`src/rtl/evt_pkg.sv`:
```
// Package: shared register type and the fast-path threshold decode.
// Assumes the register layout is fixed because software decodes it.
package evt_pkg;

    typedef struct packed {
        logic       fast_flag;   // bit 7
        logic       slow_flag;   // bit 6
        logic [1:0] en;          // bit 5 fast path, bit 4 slow path
        logic       wdt_ovr;     // bit 3
        logic       db_long;     // bit 2
        logic [1:0] cnt_sel;     // bits 1:0
    } evt_csr_t;

    localparam int CNT_W = 6;

    // Maps the count select code to the edge count that raises the fast flag.
    function automatic logic [CNT_W-1:0] fast_threshold(input logic [1:0] sel);
        case (sel)
            2'b00:   fast_threshold = CNT_W'(1);
            2'b01:   fast_threshold = CNT_W'(4);
            2'b10:   fast_threshold = CNT_W'(16);
            default: fast_threshold = CNT_W'(32);
        endcase
    endfunction

endpackage

```
`src/rtl/evt_sync.sv`:
```
// Module: multi-stage synchroniser for a vector of asynchronous pins.
// Assumes each bit is independent; no bus coherence is implied.
module evt_sync #(
    parameter int WIDTH  = 2,
    parameter int STAGES = 2
) (
    input  logic             clk,
    input  logic             rst_n,
    input  logic [WIDTH-1:0] d,
    output logic [WIDTH-1:0] q
);
    logic [WIDTH-1:0] chain [STAGES];

    // First stage captures the raw pins.
    always_ff @(posedge clk) begin
        if (!rst_n) chain[0] <= '0;
        else        chain[0] <= d;
    end

    genvar g;
    generate
        for (g = 1; g < STAGES; g++) begin : g_stage
            // Each further stage reduces metastability risk.
            always_ff @(posedge clk) begin
                if (!rst_n) chain[g] <= '0;
                else        chain[g] <= chain[g-1];
            end
        end
    endgenerate

    assign q = chain[STAGES-1];
endmodule

```
`src/rtl/evt_fast_path.sv`:
```
// Module: fast pin edge counter with a tick-based window, plus the watchdog
// override that turns every fast-pin edge into a one-cycle clear pulse.
// Assumes pin_s is already synchronous. The hit output is combinational and
// is registered in the CSR block.
module evt_fast_path
    import evt_pkg::*;
#(
    parameter int WIN_TICKS = 8192
) (
    input  logic             clk,
    input  logic             rst_n,
    input  logic             tick,
    input  logic             pin_s,
    input  logic             enable,
    input  logic             override,
    input  logic             flag,
    input  logic [1:0]       cnt_sel,
    output logic             hit,
    output logic             wdt_pulse
);
    localparam int WIN_W = $clog2(WIN_TICKS);
    localparam logic [WIN_W-1:0] WIN_LAST = WIN_W'(WIN_TICKS - 1);

    logic             pin_q;
    logic             rise, any_edge, active, expire, base_open;
    logic [CNT_W-1:0] edge_cnt, base_cnt, cnt_inc;
    logic [WIN_W-1:0] win_cnt;
    logic             win_open;

    // Previous pin level, used for edge detection.
    always_ff @(posedge clk) begin
        if (!rst_n) pin_q <= 1'b0;
        else        pin_q <= pin_s;
    end

    // Edge, window-expiry and hit decode.
    always_comb begin
        rise      = pin_s & ~pin_q;
        any_edge  = pin_s ^ pin_q;
        active    = enable & ~override & ~flag;
        expire    = win_open & tick & (win_cnt == WIN_LAST);
        base_cnt  = expire ? '0 : edge_cnt;
        base_open = win_open & ~expire;
        cnt_inc   = base_cnt + CNT_W'(1);
        hit       = active & rise & (cnt_inc >= fast_threshold(cnt_sel));
    end

    // Edge counter and window timer.
    always_ff @(posedge clk) begin
        if (!rst_n || !active || hit) begin
            edge_cnt <= '0;
            win_open <= 1'b0;
            win_cnt  <= '0;
        end else begin
            edge_cnt <= rise ? cnt_inc : base_cnt;
            win_open <= base_open | rise;
            if (base_open && tick) win_cnt <= win_cnt + WIN_W'(1);
            else if (!base_open)   win_cnt <= '0;
        end
    end

    // Watchdog-clear pulse on either edge while the override is set.
    always_ff @(posedge clk) begin
        if (!rst_n) wdt_pulse <= 1'b0;
        else        wdt_pulse <= override & any_edge;
    end
endmodule

```
`src/rtl/evt_slow_path.sv`:
```
// Module: slow pin level-change detector with a selectable debounce time.
// Assumes pin_s is synchronous. While the path is idle the reference level
// follows the pin, so enabling the path never reports the level at that moment.
module evt_slow_path #(
    parameter int DB_SHORT = 1024,
    parameter int DB_LONG  = 16384
) (
    input  logic clk,
    input  logic rst_n,
    input  logic tick,
    input  logic pin_s,
    input  logic enable,
    input  logic flag,
    input  logic db_long,
    output logic hit
);
    localparam int DB_W = $clog2(DB_LONG);
    localparam logic [DB_W-1:0] SHORT_LAST = DB_W'(DB_SHORT - 1);
    localparam logic [DB_W-1:0] LONG_LAST  = DB_W'(DB_LONG - 1);

    logic            ref_lvl, active, differs;
    logic [DB_W-1:0] db_cnt, limit;

    // Debounce limit and hit decode.
    always_comb begin
        active  = enable & ~flag;
        differs = pin_s ^ ref_lvl;
        limit   = db_long ? LONG_LAST : SHORT_LAST;
        hit     = active & differs & tick & (db_cnt == limit);
    end

    // Reference level and debounce counter.
    always_ff @(posedge clk) begin
        if (!rst_n) begin
            ref_lvl <= 1'b0;
            db_cnt  <= '0;
        end else if (!active) begin
            ref_lvl <= pin_s;
            db_cnt  <= '0;
        end else if (!differs) begin
            db_cnt  <= '0;
        end else if (tick) begin
            if (hit) begin
                ref_lvl <= pin_s;
                db_cnt  <= '0;
            end else begin
                db_cnt  <= db_cnt + DB_W'(1);
            end
        end
    end
endmodule

```
`src/rtl/evt_csr.sv`:
```
// Module: control/status register. Control fields take a write as given.
// Flags are set by hardware hits and cleared only by writing 0. A hit in the
// same cycle as a clearing write wins.
module evt_csr
    import evt_pkg::*;
(
    input  logic       clk,
    input  logic       rst_n,
    input  logic       we,
    input  logic [7:0] wdata,
    input  logic       fast_hit,
    input  logic       slow_hit,
    output evt_csr_t   csr
);
    evt_csr_t wr;
    assign wr = evt_csr_t'(wdata);

    // Register update: control fields by write, flags by set/clear rule.
    always_ff @(posedge clk) begin
        if (!rst_n) begin
            csr <= '0;
        end else begin
            if (we) begin
                csr.en      <= wr.en;
                csr.wdt_ovr <= wr.wdt_ovr;
                csr.db_long <= wr.db_long;
                csr.cnt_sel <= wr.cnt_sel;
            end
            csr.fast_flag <= fast_hit | (csr.fast_flag & ~(we & ~wr.fast_flag));
            csr.slow_flag <= slow_hit | (csr.slow_flag & ~(we & ~wr.slow_flag));
        end
    end
endmodule

```
`src/rtl/evt_pin_detector.sv`:
```
// Module: top of the dual-rate pin event detector. It ties the synchroniser,
// the two detection paths and the register together.
// Assumes tick is a one-cycle strobe in the clk domain.
module evt_pin_detector
    import evt_pkg::*;
#(
    parameter int SYNC_STAGES = 2,
    parameter int WIN_TICKS   = 8192,
    parameter int DB_SHORT    = 1024,
    parameter int DB_LONG     = 16384
) (
    input  logic       clk,
    input  logic       rst_n,
    input  logic       tick,
    input  logic       fast_pin,
    input  logic       slow_pin,
    input  logic       reg_we,
    input  logic [7:0] reg_wdata,
    output logic [7:0] reg_rdata,
    output logic       irq,
    output logic       wdt_clear
);
    logic [1:0] pins_s;
    logic       fast_hit, slow_hit;
    evt_csr_t   csr;

    evt_sync #(.WIDTH(2), .STAGES(SYNC_STAGES)) u_sync (
        .clk(clk), .rst_n(rst_n), .d({slow_pin, fast_pin}), .q(pins_s)
    );

    evt_fast_path #(.WIN_TICKS(WIN_TICKS)) u_fast (
        .clk(clk), .rst_n(rst_n), .tick(tick), .pin_s(pins_s[0]),
        .enable(csr.en[1]), .override(csr.wdt_ovr), .flag(csr.fast_flag),
        .cnt_sel(csr.cnt_sel), .hit(fast_hit), .wdt_pulse(wdt_clear)
    );

    evt_slow_path #(.DB_SHORT(DB_SHORT), .DB_LONG(DB_LONG)) u_slow (
        .clk(clk), .rst_n(rst_n), .tick(tick), .pin_s(pins_s[1]),
        .enable(csr.en[0]), .flag(csr.slow_flag), .db_long(csr.db_long),
        .hit(slow_hit)
    );

    evt_csr u_csr (
        .clk(clk), .rst_n(rst_n), .we(reg_we), .wdata(reg_wdata),
        .fast_hit(fast_hit), .slow_hit(slow_hit), .csr(csr)
    );

    // Register view and shared interrupt.
    assign reg_rdata = csr;
    assign irq       = csr.fast_flag | csr.slow_flag;
endmodule

```
`config.mk`:
```
export PLATFORM = sky130hd
export DESIGN_NAME = evt_pin_detector
export DESIGN_NICKNAME = d
export VERILOG_FILES = /design/src/rtl/evt_pkg.sv /design/src/rtl/evt_sync.sv /design/src/rtl/evt_fast_path.sv /design/src/rtl/evt_slow_path.sv /design/src/rtl/evt_csr.sv /design/src/rtl/evt_pin_detector.sv
export SDC_FILE = /design/constraint.sdc
export NUM_CORES = 1
export LEC_CHECK = 0
export ABC_AREA = 1
export BUFFER_PORTS_ARGS = -buffer_cell sky130_fd_sc_hd__clkbuf_2
export CAP_MARGIN = 20
export CORE_MARGIN = 2
export CORE_UTILIZATION = 40
export CTS_CLUSTER_SIZE = 40
export DETAILED_ROUTE_END_ITERATION = 8
export GPL_TIMING_DRIVEN = 1
export PLACE_DENSITY = 0.68
export SLEW_MARGIN = 15
export SYNTH_ARGS = -nofsm -noshare
export SYNTH_HDL_FRONTEND = slang
export SYNTH_SLANG_ARGS = --single-unit
```
`constraint.sdc`:
```
create_clock -name clk -period 2.9 [get_ports clk]
set_input_delay 0.58 -clock clk [delete_from_list [all_inputs] [get_ports clk]]
set_output_delay 0.58 -clock clk [all_outputs]
set_load 0.01 [all_outputs]
```
==> run summary, run 1 <==
The largest individual stage delay along the critical path comes from the cell sky130_fd_sc_hd__dfxtp_2. At the end of the flow, the number of nets in the layout was 390. The total of buffers placed on input and output ports came out at 23.

After Yosys synthesis, XOR and XNOR cells account for 4.13% of the synthesized area. The top-area cell type share of the netlist area is 38.6%. The mapped netlist covers 2540 sq um.

The TritonCTS sink count is 49. The worst voltage drop across the vdd grid came out at roughly 290 uV. After synthesis, the cell types taking the most area are sky130_fd_sc_hd__dfxtp_1 39%, sky130_fd_sc_hd__nand2_1 8.4%, sky130_fd_sc_hd__inv_1 7.5%.

The worst register-to-register path begins at u_fast.win_cnt[0]. The overall power consumption is approximately 1.2 mW. The depth of the worst hold-timing path is 2. The maximum root-to-sink buffer count came out at 2. Entering global routing, the biggest net connects 21 pins. Walking the worst path, the cells encountered are ha_2 > nand3_4 > nor2_8 > nand3_4 > nand2_4 > inv_1 > ha_1 > inv_1 > xor2_1 > ha_1 > a21oi_1 > nand3_1 > nand2_1 > nand2_1 > nand2_2 > nand2_2 > buf_12 > nor2_2. The post-synthesis mux area share came out at 0%. The die covers about 7000 sq um. The first-pass GRT wire length is 8.49 mm.

Net switching is 24.0% of the power. The via count of the first global-routing pass is 1995. After synthesis, the largest family of logic cells by area is simple AND/OR/NAND/NOR gates.

The tightest slew margin relative to the limit is between 70% and 80%. Counting instances in the post-synthesis netlist gives the leading cell types as 57 x sky130_fd_sc_hd__nand2_1, 51 x sky130_fd_sc_hd__inv_1, 49 x sky130_fd_sc_hd__dfxtp_1, 35 x sky130_fd_sc_hd__nor2_1, 20 x sky130_fd_sc_hd__nor2_2. The total of warnings raised by yosys is 0. The worst reg-to-reg setup slack came out at 0.20 ns. The worst clock skew came out at 0.00984 ns.

The worst setup slack after placement came out at 0.0881 ns. The ratio of cells with drive above 1 in the final layout came out at 21.4%. The detail route stage leaves a number of antenna-violating nets equal to 0. The CTS clock-pin slew for the worst setup and hold paths came out at 0.10 ns. The leftover overflow at the end of global routing is 0. The average vias per placed instance is 4.82. Counting both buffers and inverters, the worst setup path holds a total of 3. The number of antenna diodes in the final layout is 0.

In this design, the largest share of critical-path delay is due to simple AND/OR/NAND/NOR gates. The worst hold path terminates at u_sync.chain[1][1]. Once the floorplan was initialized, standard cells occupied 40.8% of the core.

For this run, the register share of the synthesized area comes to 38.6%. The clock power share came out at 36.3%. The async set-reset flop share out of synthesis came out at 0%. Before antenna repair, the detailed router went through 4 iterations. For the finished layout, the period the worst path requires is 2.70 ns. The tool flagged a number of max-cap violations equal to 0. The net count of the mapped netlist is roughly 360. The cell count after synthesis came out at 342. Counting flops and latches in the post-synthesis netlist gives 49. The number of synthesized flops with an enable pin is 0. The DRC marker count from the first detailed-route iteration came out at between 90 and 100. After Yosys synthesis, and, or, nand and nor cells account for 31.2% of the synthesized area. The average instance area after synthesis is 7.44 sq um. Yosys instantiated no cell more often than sky130_fd_sc_hd__nand2_1.

The flow ran to the end, and the final reports show no timing, DRC or antenna violations. The adder-cell share of the synthesized area came out at under 10%. The class of the tightest hold or removal check is reg -> reg. For the final routed database, the setup TNS stands at 0 ns. Compared with the post-synthesis result, the final layout area differs by 12.4%. The number of slew-limit violations in the final report was 0.

For this design the total switching power over the nets is roughly 0.29 mW. TritonCTS built the clock tree. In this run the cell area measured after placement is 2710 sq um. Clock tree synthesis selected as its root buffer the cell sky130_fd_sc_hd__clkbuf_8. Of the available clock period, the critical path in the final layout requires between 90% and 100%.

The deepest level of the CTS H-tree came out at 2. Timing would allow up to 370 MHz. STA classifies the critical path startpoint as a flop.

The launch instance of the worst min-delay path is u_sync.chain[0][1]. Data on the critical path is required at its endpoint by 3.14 ns. The detailed-placement wirelength estimate came out at 3.56 mm. The placer congestion estimate came out at 0.911. The worst-margin pin slew is 0.416 ns.

The critical path is of the reg -> reg type. STA classifies the critical path endpoint as a flop. For this run, the leading register cell type out of synthesis is sky130_fd_sc_hd__dfxtp_1. The final instance area came out at ~2900 sq um. The largest incremental delay on the critical path came out at about 0.35 ns. The routed layout has 2150 vias. The area of the core is 6240 sq um. The cell area power density is 418 nW/um^2. The initial antenna violation count came out at 0. Internal power comes to 0.909 mW. The TritonCTS buffer count is 5. The part of the power in combinational logic is 6.0%.

The count of endpoints failing hold in the final timing report is 0. The number of cells on the worst reg-to-reg path is 18. The worst setup slack after layout is 0.200 ns. The synthesized design spends more area on one cell type than any other, namely sky130_fd_sc_hd__dfxtp_1. The post-detailed-routing wire length is 4.86 mm.

The residual DRC count came out at 0. For the worst-skew pair, the clock arrives at the later sink with an insertion delay of 0.30 ns. The maximum fanout count along the critical path came out at 20. The share of the synthesized area in compound gates (AO/OA/AOI/OAI) came out at 11.0%.

The worst register-to-register path ends at u_fast.edge_cnt[3]. The arrival time of the worst setup path came out at 2.95 ns. The number of placement rows came out at 29. In this run, flip-flops and latches consume 57.7% of the power. In the final routed layout, each cell accounts on average for roughly 11 um. The overall fraction of global-route tracks in use is between 10% and 20%. The die height is ~84 um. The final number of setup-violating endpoints came out at 0. The count of cell types in the netlist came out at between 40 and 50. The die extent in x came out at 83.7 um. During I/O placement, the number of pins put on the boundary was 24. The leakage power came out at roughly 1.2 nW.
## kinds of logic (layout without fill, tap and decap cells)
kind of cell,Yosys count,after routing
AND/OR/NAND/NOR,160,160
buffers and inverters,65,92
flip-flops,49,49
AO/OA/AOI/OAI,48,48
XOR/XNOR,12,12
adder cells (fa/ha/maj),8,8
## power groups by stage
stage / clock, mW / combinational, mW / sequential, mW
after floorplan: 0 / 0.0508 / 0.705
after global placement: 0 / 0.0705 / 0.706
after detailed placement: 0 / 0.0720 / 0.706
after CTS: 0.451 / 0.0726 / 0.690
after global routing: 0.472 / 0.0823 / 0.691
final: 0.435 / 0.0716 / 0.690
## layout by cell type, fill, tap and decap left out, types with 7 or more instances in the layout
cell type / instances
sky130_fd_sc_hd__nor2_1: 35
sky130_fd_sc_hd__ha_1: 7
sky130_fd_sc_hd__xor2_1: 9
sky130_fd_sc_hd__inv_1: 51
sky130_fd_sc_hd__nand2_1: 56
sky130_fd_sc_hd__clkbuf_2: 23
sky130_fd_sc_hd__o21ai_0: 15
sky130_fd_sc_hd__nor3_1: 9
sky130_fd_sc_hd__dfxtp_1: 47
sky130_fd_sc_hd__nand3_1: 13
sky130_fd_sc_hd__nor2_2: 20
sky130_fd_sc_hd__a21oi_1: 18
## layer usage
metal	GRT usage (%)	part of all wire [%]	wire length, um	vias to the layer above
met1	18.4	50	2420	970
met5	0	0	0	-
met3	3.17	3.1	150	5
met2	24.4	46	2240	35
li1	-	-	-	1140
met4	4.69	1.1	53	0
## layout make-up
cell class	count	area, sq um
Multi-Input combinational cell	228	1300
Clock inverter	2	17.5
Fill cell	643	3380
Inverter	54	203
Tap cell	77	96.3
Timing Repair Buffer	30	180
Clock buffer	6	82.6
Sequential cell	49	983
## tightest hold or removal path: cells and delay by family, from the launching register on
| family | cells | cell delay, ns |
|---|---|---|
| DFF | 1 | 0.32 |
| and+or+nand+nor | 1 | 0.04 |
| buffers and inverters | 1 | 0.04 |
## flip-flops by register name, summed over array words and instances, names as in the netlist
| signal | count |
|---|---|
| u_csr.csr | 8 |
| u_fast.edge_cnt | 6 |
| u_fast.pin_q | 1 |
| u_fast.wdt_pulse | 1 |
| u_fast.win_cnt | 13 |
| u_fast.win_open | 1 |
| u_slow.db_cnt | 14 |
| u_slow.ref_lvl | 1 |
| u_sync.chain | 4 |
## repair_timing
item / 4_1_cts / 5_1_grt
hold buffers: 0 / 0
setup buffers: 0 / 4
endpoints found under the setup margin: 0 / 20
gates resized for setup: 0 / 6
## how the worst max path moves through the flow
stage / cells past startpoint / slack (ns) / start / to
2_1_floorplan: 16 / 0.28 / tick / u_fast.win_cnt[5]
3_3_place_gp: 16 / 0.16 / u_fast.win_cnt[0] / u_fast.edge_cnt[1]
3_5_place_dp: 16 / 0.09 / u_fast.win_cnt[0] / u_fast.edge_cnt[3]
4_1_cts: 16 / 0.07 / u_fast.win_cnt[0] / u_fast.edge_cnt[3]
5_1_grt: 18 / -0.03 / u_fast.win_cnt[0] / u_fast.edge_cnt[0]
6_report: 18 / 0.20 / u_fast.win_cnt[0] / u_fast.edge_cnt[3]
## metrics by stage
step	utilization, %	std cells	hold WS (ns)
after CTS	45.0	442	0.422
after floorplan	-	342	0.390
after detailed placement	43.4	434	0.398
after global routing	45.8	446	0.437
after global placement	43.4	434	0.392
final	45.8	446	0.419
Power figures use the tool's default switching activity.
==> inputs of run 2 (changes only) <==
--- a/config.mk
+++ b/config.mk
@@ -6,11 +6,10 @@
 export NUM_CORES = 1
 export LEC_CHECK = 0
 export ABC_AREA = 1
-export BUFFER_PORTS_ARGS = -buffer_cell sky130_fd_sc_hd__clkbuf_2
+export BUFFER_PORTS_ARGS = -buffer_cell sky130_fd_sc_hd__buf_2
 export CAP_MARGIN = 20
 export CORE_MARGIN = 2
 export CORE_UTILIZATION = 40
-export CTS_CLUSTER_SIZE = 40
 export DETAILED_ROUTE_END_ITERATION = 8
 export GPL_TIMING_DRIVEN = 1
 export PLACE_DENSITY = 0.68
==> run 2 against run 1 <==
  * Count of clock-buffer cells in the layout did not move
  * Non-clock buffer count is the same
  * Via count up 1.4%
  * Clock power grew 11%
  * Worst setup slack improved by 0.0025 ns
  * First-iteration DRC count increased by 20%
  * Sequential power barely moved
  * Largest cell class unchanged
  * Wire length is 0.91% higher
  * Highest routed layer unchanged
==> run summary, run 2 (synthesis results as in run 1) <==
The ratio of cells with drive above 1 in the final layout was 22.2% (+0.81 points). The worst-margin pin slew is 0.427 ns (+0.0110 ns). The overall fraction of global-route tracks in use was 14.7% (+0.18 points). The upper clock frequency limit is 371 MHz (about the same). The average vias per placed instance is 4.89 (+1.4%).

The maximum number of pins on one net before global-route repair is 21 (unchanged). The CTS clock-pin slew for the worst setup and hold paths was 0.09 ns (about the same). The path with the worst hold slack has its endpoint at u_sync.chain[1][0]. The number of iterations in the first detailed-routing pass is 4 (unchanged).

The antenna cell count is 0 (unchanged). For this design, the slowest cell found on the critical path is sky130_fd_sc_hd__dfxtp_2. Setup repair after global routing left no endpoint under its margin. The capture point of the worst reg-to-reg path is u_fast.win_cnt[1]. The number of slew-limit violations in the final report came out at 0 (unchanged). The post-cts hold buffer count was 0 (unchanged). The maximum fanout count along the critical path was 20 (unchanged). The detailed-routing wirelength on met1 is 2.32 mm (-4.0%). The overall power consumption is 1.24 mW (+4.0%). The maximum root-to-sink buffer count came out at 2 (unchanged). The worst setup path is captured at a flop. The worst reg-to-reg setup slack came out at 0.20 ns (about the same). The class of the tightest hold or removal check is reg -> reg. The startpoint identified for the worst register-to-register timing path is u_fast.win_cnt[0].

The routed length on met3 came to 150 um (unchanged). The accumulated negative setup slack is 0 ns (unchanged). The max-capacitance violation count was 0 (unchanged). The leftover overflow at the end of global routing is 0 (unchanged). The number of I/O pins is 24 (unchanged).

The post-detailed-routing wire length came to 4.90 mm (+0.91%). The via count of the routed design is 2180 (+1.4%). The cell area power density is 431 nW/um^2 (+2.9%). The residual DRC count was 0 (unchanged).

The TritonCTS buffer count is 5 (unchanged). The critical path's most frequent cell is sky130_fd_sc_hd__nand2_2. The placer congestion estimate is 0.862 (-5.3%).

TritonCTS built the clock tree. Walking the worst path, the cells encountered are ha_4 > nand3_4 > nor2_8 > nand3_4 > nand2_2 > inv_1 > ha_1 > inv_1 > xor2_2 > ha_1 > a21oi_2 > nand3_1 > nand2_1 > nand2_1 > nand2_2 > nand2_2 > buf_12 > nor2_2. The depth of the worst hold-timing path is 2 (unchanged). The initial antenna violation count came out at 0 (unchanged).

The final-layout fill cell count is 641 (-0.31%). The largest incremental delay on the critical path is 0.38 ns (+0.03 ns). Leaving out fill and tap cells, the most frequent cell in the layout is sky130_fd_sc_hd__nand2_1. The period utilization is 93.0% (about the same). Among cell families on the critical path, the largest total delay comes from simple AND/OR/NAND/NOR gates. The worst voltage drop across the vdd grid came out at 211 uV (-27%). The amount of wire on met2 after detailed routing came out at 2.35 mm (+5.1%). The leakage power is 1.20 nW (+0.70%). The cell at the root of the clock tree is sky130_fd_sc_hd__clkbuf_8. The uppermost metal layer occupied by signal nets is met4.

The tightest slew margin relative to the limit is 71.3% (-0.74 points). The required time at the worst-slack endpoint came out at 3.13 ns (about the same). The launch instance of the worst min-delay path is u_sync.chain[0][0]. The first-pass GRT wire length is 8.63 mm (+1.6%). The DRC marker count from the first detailed-route iteration was 113 (+20%). The count of antenna-violating nets left after detailed routing came out at 0 (unchanged). The count of endpoints failing hold in the final timing report is 0 (unchanged).

The total buffers and inverters traversed by the critical path is 3 (unchanged). Compared with the post-synthesis result, the final layout area differs by 13.6%. The detailed-placement wirelength estimate came out at 3.62 mm (+1.6%). The arrival time of the worst setup path came out at 2.93 ns (-0.02 ns). The worst clock skew is 0.00808 ns (-0.00176 ns). The die area is 7010 sq um (unchanged). The number of nets in the finished design is 390 (unchanged). The area of the core came out at 6240 sq um (unchanged).

The largest registers in the layout are u_slow.db_cnt x14, u_fast.win_cnt x13, u_csr.csr x8. The clock period minus worst slack was 2.70 ns (-0.00253 ns). The starting utilization of the core area is 40.8% (unchanged). The flow ran to the end, and the final reports show no timing, DRC or antenna violations. The deepest level of the CTS H-tree is 2 (unchanged). The clock network latency to the later pin of the worst-skew pair is 0.30 ns (about the same). The via count of the first global-routing pass came out at 2044 (+2.5%). The top cell types in the final layout, fill and taps aside, are 56 x sky130_fd_sc_hd__nand2_1, 51 x sky130_fd_sc_hd__inv_1, 45 x sky130_fd_sc_hd__dfxtp_1, 35 x sky130_fd_sc_hd__nor2_1, 23 x sky130_fd_sc_hd__buf_2. Counting flops per register, the top entry is u_slow.db_cnt. The final number of setup-violating endpoints came out at 0 (unchanged). The path depth of the worst reg2reg path came out at 18 (unchanged). The start point of the critical path is u_fast.win_cnt[0]. The flip-flop count of the largest register after layout is 14 (unchanged). The number of placement rows came out at 29 (unchanged). The routed wire length per instance came out at 11.0 um (+0.91%). The die height is 83.7 um (unchanged).

The type of element launching the critical path is a flop. The worst setup path is of the reg -> reg kind. The die extent in x is 83.7 um (unchanged). The TritonCTS sink count is 49 (unchanged). The total of buffers placed on input and output ports is 23 (unchanged).
run 2: changes by cell type in the layout (fill, tap and decap cells not counted), sizes merged:
cell	change
inv	-1
clkbuf	-23
buf	+23
bufinv	+1
run 2: final cells by class:
| type | instances | area (sq um) | area share (%) |
|---|---|---|---|
| Clock buffer | 6 | 72.6 | 2.51 |
| Clock inverter | 2 | 38.8 | 1.34 |
| Inverter | 54 | 203 | 7.01 |
| Multi-Input combinational cell | 228 | 1310 | 45.5 |
| Sequential cell | 49 | 986 | 34.1 |
| Tap cell | 77 | 96.3 | 3.33 |
| Timing Repair Buffer | 30 | 180 | 6.23 |
run 2: worst min-delay path, stage by stage, from the launching register on:
cell and delay (ns):
sky130_fd_sc_hd__dfxtp_1 0.32, sky130_fd_sc_hd__nand2_1 0.04, sky130_fd_sc_hd__inv_1 0.04
run 2: through the flow:
step           setup slack [ns]  hold slack [ns]  cell area [sq um]  util, %  instances
2_1_floorplan             0.282            0.390               2540        -        342
3_3_place_gp              0.180            0.393               2710     43.4        434
3_5_place_dp             0.0553            0.400               2710     43.4        434
4_1_cts                  0.0185            0.424               2820     45.2        442
5_1_grt                 0.00830            0.441               2890     46.3        446
6_report                  0.202            0.419               2890     46.3        446
run 2: repair_timing:
action                                  4_1_cts  5_1_grt
buffers inserted                              0        4
gates resized for setup                       0       10
endpoints found under the setup margin        0       21
run 2: worst max-delay path by stage:
stage,endpoint,slack [ns],cells past startpoint
finish,u_fast.win_cnt[1],0.20,18
global route,u_fast.win_cnt[11],0.008,18
CTS,u_fast.win_cnt[11],0.02,18
detailed placement,u_fast.edge_cnt[3],0.06,18
global placement,u_fast.win_cnt[7],0.18,16
floorplan,u_fast.win_cnt[5],0.28,16
run 2: per-layer routing:
layer  up-vias  global-route usage [%]
met4         0                    5.87
li1       1140                       -
met1       997                    18.5
met5         -                       0
met2        36                    24.5
met3         7                    2.87
run 2: report_power, final:
part	internal, mW	switching (mW)	leakage [nW]
clock	0.259	0.224	0.0554
combinational	0.0286	0.0439	0.749
sequential	0.682	0.00696	0.399
==> inputs of run 3 (changes only) <==
--- a/config.mk
+++ b/config.mk
@@ -12,6 +12,7 @@
 export CORE_UTILIZATION = 40
 export DETAILED_ROUTE_END_ITERATION = 8
 export GPL_TIMING_DRIVEN = 1
+export MAX_ROUTING_LAYER = met4
 export PLACE_DENSITY = 0.68
 export SLEW_MARGIN = 15
 export SYNTH_ARGS = -nofsm -noshare
==> run 3 against run 2 <==
  * Power is essentially flat
  * Global-route usage grew 0.39 points
  * Non-clock buffer count is the same
  * Cell count is the same
  * Core utilization barely moved
  * Worst setup slack stayed put
  * Wire length unchanged
  * Maximum frequency unchanged
  * Combinational power hardly changed
  * Sequential power is essentially flat
  * Count of clock-buffer cells in the layout unchanged
  * Critical path depth is the same
==> run summary, run 3 (synthesis results as in run 1) <==
The critical path starts at u_fast.win_cnt[0]. The total of buffers placed on input and output ports came out at 23 (unchanged). The max-capacitance violation count came out at 0 (unchanged).

The cell with the largest stage delay on the worst path is sky130_fd_sc_hd__dfxtp_2. The leftover overflow at the end of global routing came to 0 (unchanged). The net switching power was 0.274 mW (about the same).

The detailed-placement wirelength estimate came out at 3.62 mm (unchanged). The number of placement rows is 29 (unchanged). The deepest level of the CTS H-tree came out at 2 (unchanged). The period utilization is 93.0% (unchanged).

The largest incremental delay on the critical path came to 0.38 ns (about the same). The starting utilization of the core area came out at 40.8% (unchanged). The number of nets in the finished design is 390 (unchanged). The clock period minus worst slack is 2.70 ns (unchanged). The required time at the worst-slack endpoint is 3.13 ns (about the same). The final number of setup-violating endpoints came out at 0 (unchanged). The arrival time of the worst setup path is 2.93 ns (about the same).

The DRC marker count from the first detailed-route iteration was 115 (+1.8%). The multi-input combinational cell area is 1310 sq um (unchanged). The switching power as a share of total power is 22.0% (about the same).

Ranked by flip-flop count, first place goes to u_slow.db_cnt. TritonCTS built the clock tree. The via count of the first global-routing pass was 2045 (+0.049%). The area taken by flip-flops and latches is 985 sq um (-0.13%). CTS placed an instance of sky130_fd_sc_hd__clkbuf_8 at the clock tree root.

The run finished with clean final reports. The part of the power in combinational logic came to 5.8% (about the same). The relative contribution of sequential cells to total power is 55.4% (about the same). The leakage power is 1.20 nW (about the same). The CTS clock-pin slew for the worst setup and hold paths is 0.09 ns (about the same). The TritonCTS sink count came to 49 (unchanged). The final-layout fill cell count came to 640 (-0.16%). The first-pass GRT wire length is 8.62 mm (-0.15%). The residual DRC count is 0 (unchanged). The ratio of cells with drive above 1 in the final layout is 22.0% (-0.27 points). The maximum fanout count along the critical path came out at 20 (unchanged). The routed wire length per instance came out at 11.0 um (unchanged). The largest registers in the layout are u_slow.db_cnt x14, u_fast.win_cnt x13, u_csr.csr x8. The cell that appears most often on the critical path is sky130_fd_sc_hd__nand2_2. The top cell types in the final layout, fill and taps aside, are 56 x sky130_fd_sc_hd__nand2_1, 51 x sky130_fd_sc_hd__inv_1, 46 x sky130_fd_sc_hd__dfxtp_1, 35 x sky130_fd_sc_hd__nor2_1, 23 x sky130_fd_sc_hd__buf_2. The post-detailed-routing wire length came to 4.90 mm (unchanged). The maximum root-to-sink buffer count came out at 2 (unchanged). The initial antenna violation count came out at 0 (unchanged). The launch instance of the worst min-delay path is u_sync.chain[0][0]. The cell-internal power is 0.970 mW (about the same). The die extent in x was 83.7 um (unchanged). The overall fraction of global-route tracks in use came out at 15.1% (+0.39 points).

The overall power consumption is 1.24 mW (about the same). Walking the worst path, the cells encountered are ha_4 > nand3_4 > nor2_8 > nand3_4 > nand2_2 > inv_1 > ha_1 > inv_1 > xor2_2 > ha_1 > a21oi_2 > nand3_1 > nand2_1 > nand2_1 > nand2_2 > nand2_2 > buf_12 > nor2_2. The accumulated negative setup slack is 0 ns (unchanged). The worst setup slack after placement came to 0.0553 ns (unchanged).

The average vias per placed instance is 4.89 (unchanged). The area of the core was 6240 sq um (unchanged). The TritonCTS buffer count is 5 (unchanged). The worst setup path is launched from a flop.

The maximum number of pins on one net before global-route repair is 21 (unchanged). The antenna cell count was 0 (unchanged). The die height is 83.7 um (unchanged).

The kind of end point of the critical path is a flop. The type of the setup path with the least slack is reg -> reg. The clock network latency to the later pin of the worst-skew pair came out at 0.30 ns (about the same). The number of slew-limit violations in the final report is 0 (unchanged). The number of iterations in the first detailed-routing pass is 4 (unchanged). The post-route non-filler standard cell count came out at 446 (unchanged). The upper clock frequency limit came out at 371 MHz (unchanged).

The worst register-to-register path begins at u_fast.win_cnt[0]. The cell area power density came out at 431 nW/um^2 (about the same). The area growth from synthesis to layout was 13.6% (about the same). The count of antenna-violating nets left after detailed routing is 0 (unchanged). The flip-flop count of the largest register after layout is 14 (unchanged). The library cell used most frequently in the layout, excluding fill and tap cells, is sky130_fd_sc_hd__nand2_1.

Setup repair after global routing left no endpoint under its margin. The via count of the routed design is 2180 (unchanged). The tightest slew margin relative to the limit is 71.3% (unchanged).

The cell count after placement came out at 434 (unchanged). The worst setup slack after layout came to 0.202 ns (unchanged). The placer congestion estimate is 0.876 (+1.6%). The post-cts hold buffer count is 0 (unchanged).

The worst-margin pin slew came out at 0.427 ns (unchanged). The clock power share is 38.8% (about the same). The path class of the tightest hold or removal check is reg -> reg.

The die area is 7010 sq um (unchanged). The number of I/O pins is 24 (unchanged). The worst voltage drop across the vdd grid came out at 211 uV (unchanged).

The worst clock skew is 0.00808 ns (unchanged). The count of endpoints failing hold in the final timing report is 0 (unchanged).
-- run 3: critical path, delay by kind of cell, from the launching register on --
family                   cells  cell delay [ns]
AO/OA/AOI/OAI                1             0.13
XOR/XNOR                     1             0.18
adder cells (fa/ha/maj)      3             0.63
buffers and inverters        3             0.33
flip-flops                   1             0.38
AND/OR/NAND/NOR             10             0.96
-- run 3: what timing repair did --
item	in CTS	in global routing
gates resized for setup	0	9
setup endpoints to repair	0	21
setup buffers	0	4
-- run 3: metrics by stage --
step	area [sq um]	hold slack (ns)	utilization (%)
6_report	2890	0.419	46.3
5_1_grt	2890	0.441	46.3
4_1_cts	2820	0.424	45.2
3_5_place_dp	2710	0.400	43.4
3_3_place_gp	2710	0.393	43.4
2_1_floorplan	2540	0.390	-
-- run 3: power by group through the flow --
stage                     logic, mW  registers [mW]  clock network (mW)
after floorplan              0.0508           0.705                   0
after global placement       0.0709           0.705                   0
after detailed placement     0.0728           0.705                   0
after CTS                    0.0730           0.690               0.504
after global routing         0.0825           0.691               0.527
final                        0.0726           0.689               0.482
-- run 3: per-layer routing --
| metal | global-route usage [%] | vias to the layer above | share of wire, % |
|---|---|---|---|
| met5 | - | - | 0 |
| met4 | 5.87 | 0 | 1.6 |
| met3 | 2.87 | 7 | 3.1 |
| met2 | 24.5 | 36 | 48 |
| met1 | 18.5 | 997 | 47 |
| li1 | - | 1140 | - |
-- run 3: final timing paths --
kind,depth (start not counted),slack (ns),endpoint
min reg2reg,2,0.42,u_sync.chain[1][0]
min,2,0.42,u_sync.chain[1][0]
max,18,0.20,u_fast.win_cnt[1]
max reg2reg,18,0.20,u_fast.win_cnt[1]
-- run 3: area by class of cell --
type	instances	share of cell area, %
Clock buffer	6	2.51
Clock inverter	2	1.34
Inverter	54	7.02
Multi-Input combinational cell	228	45.5
Sequential cell	49	34.1
Tap cell	77	3.33
Timing Repair Buffer	30	6.24
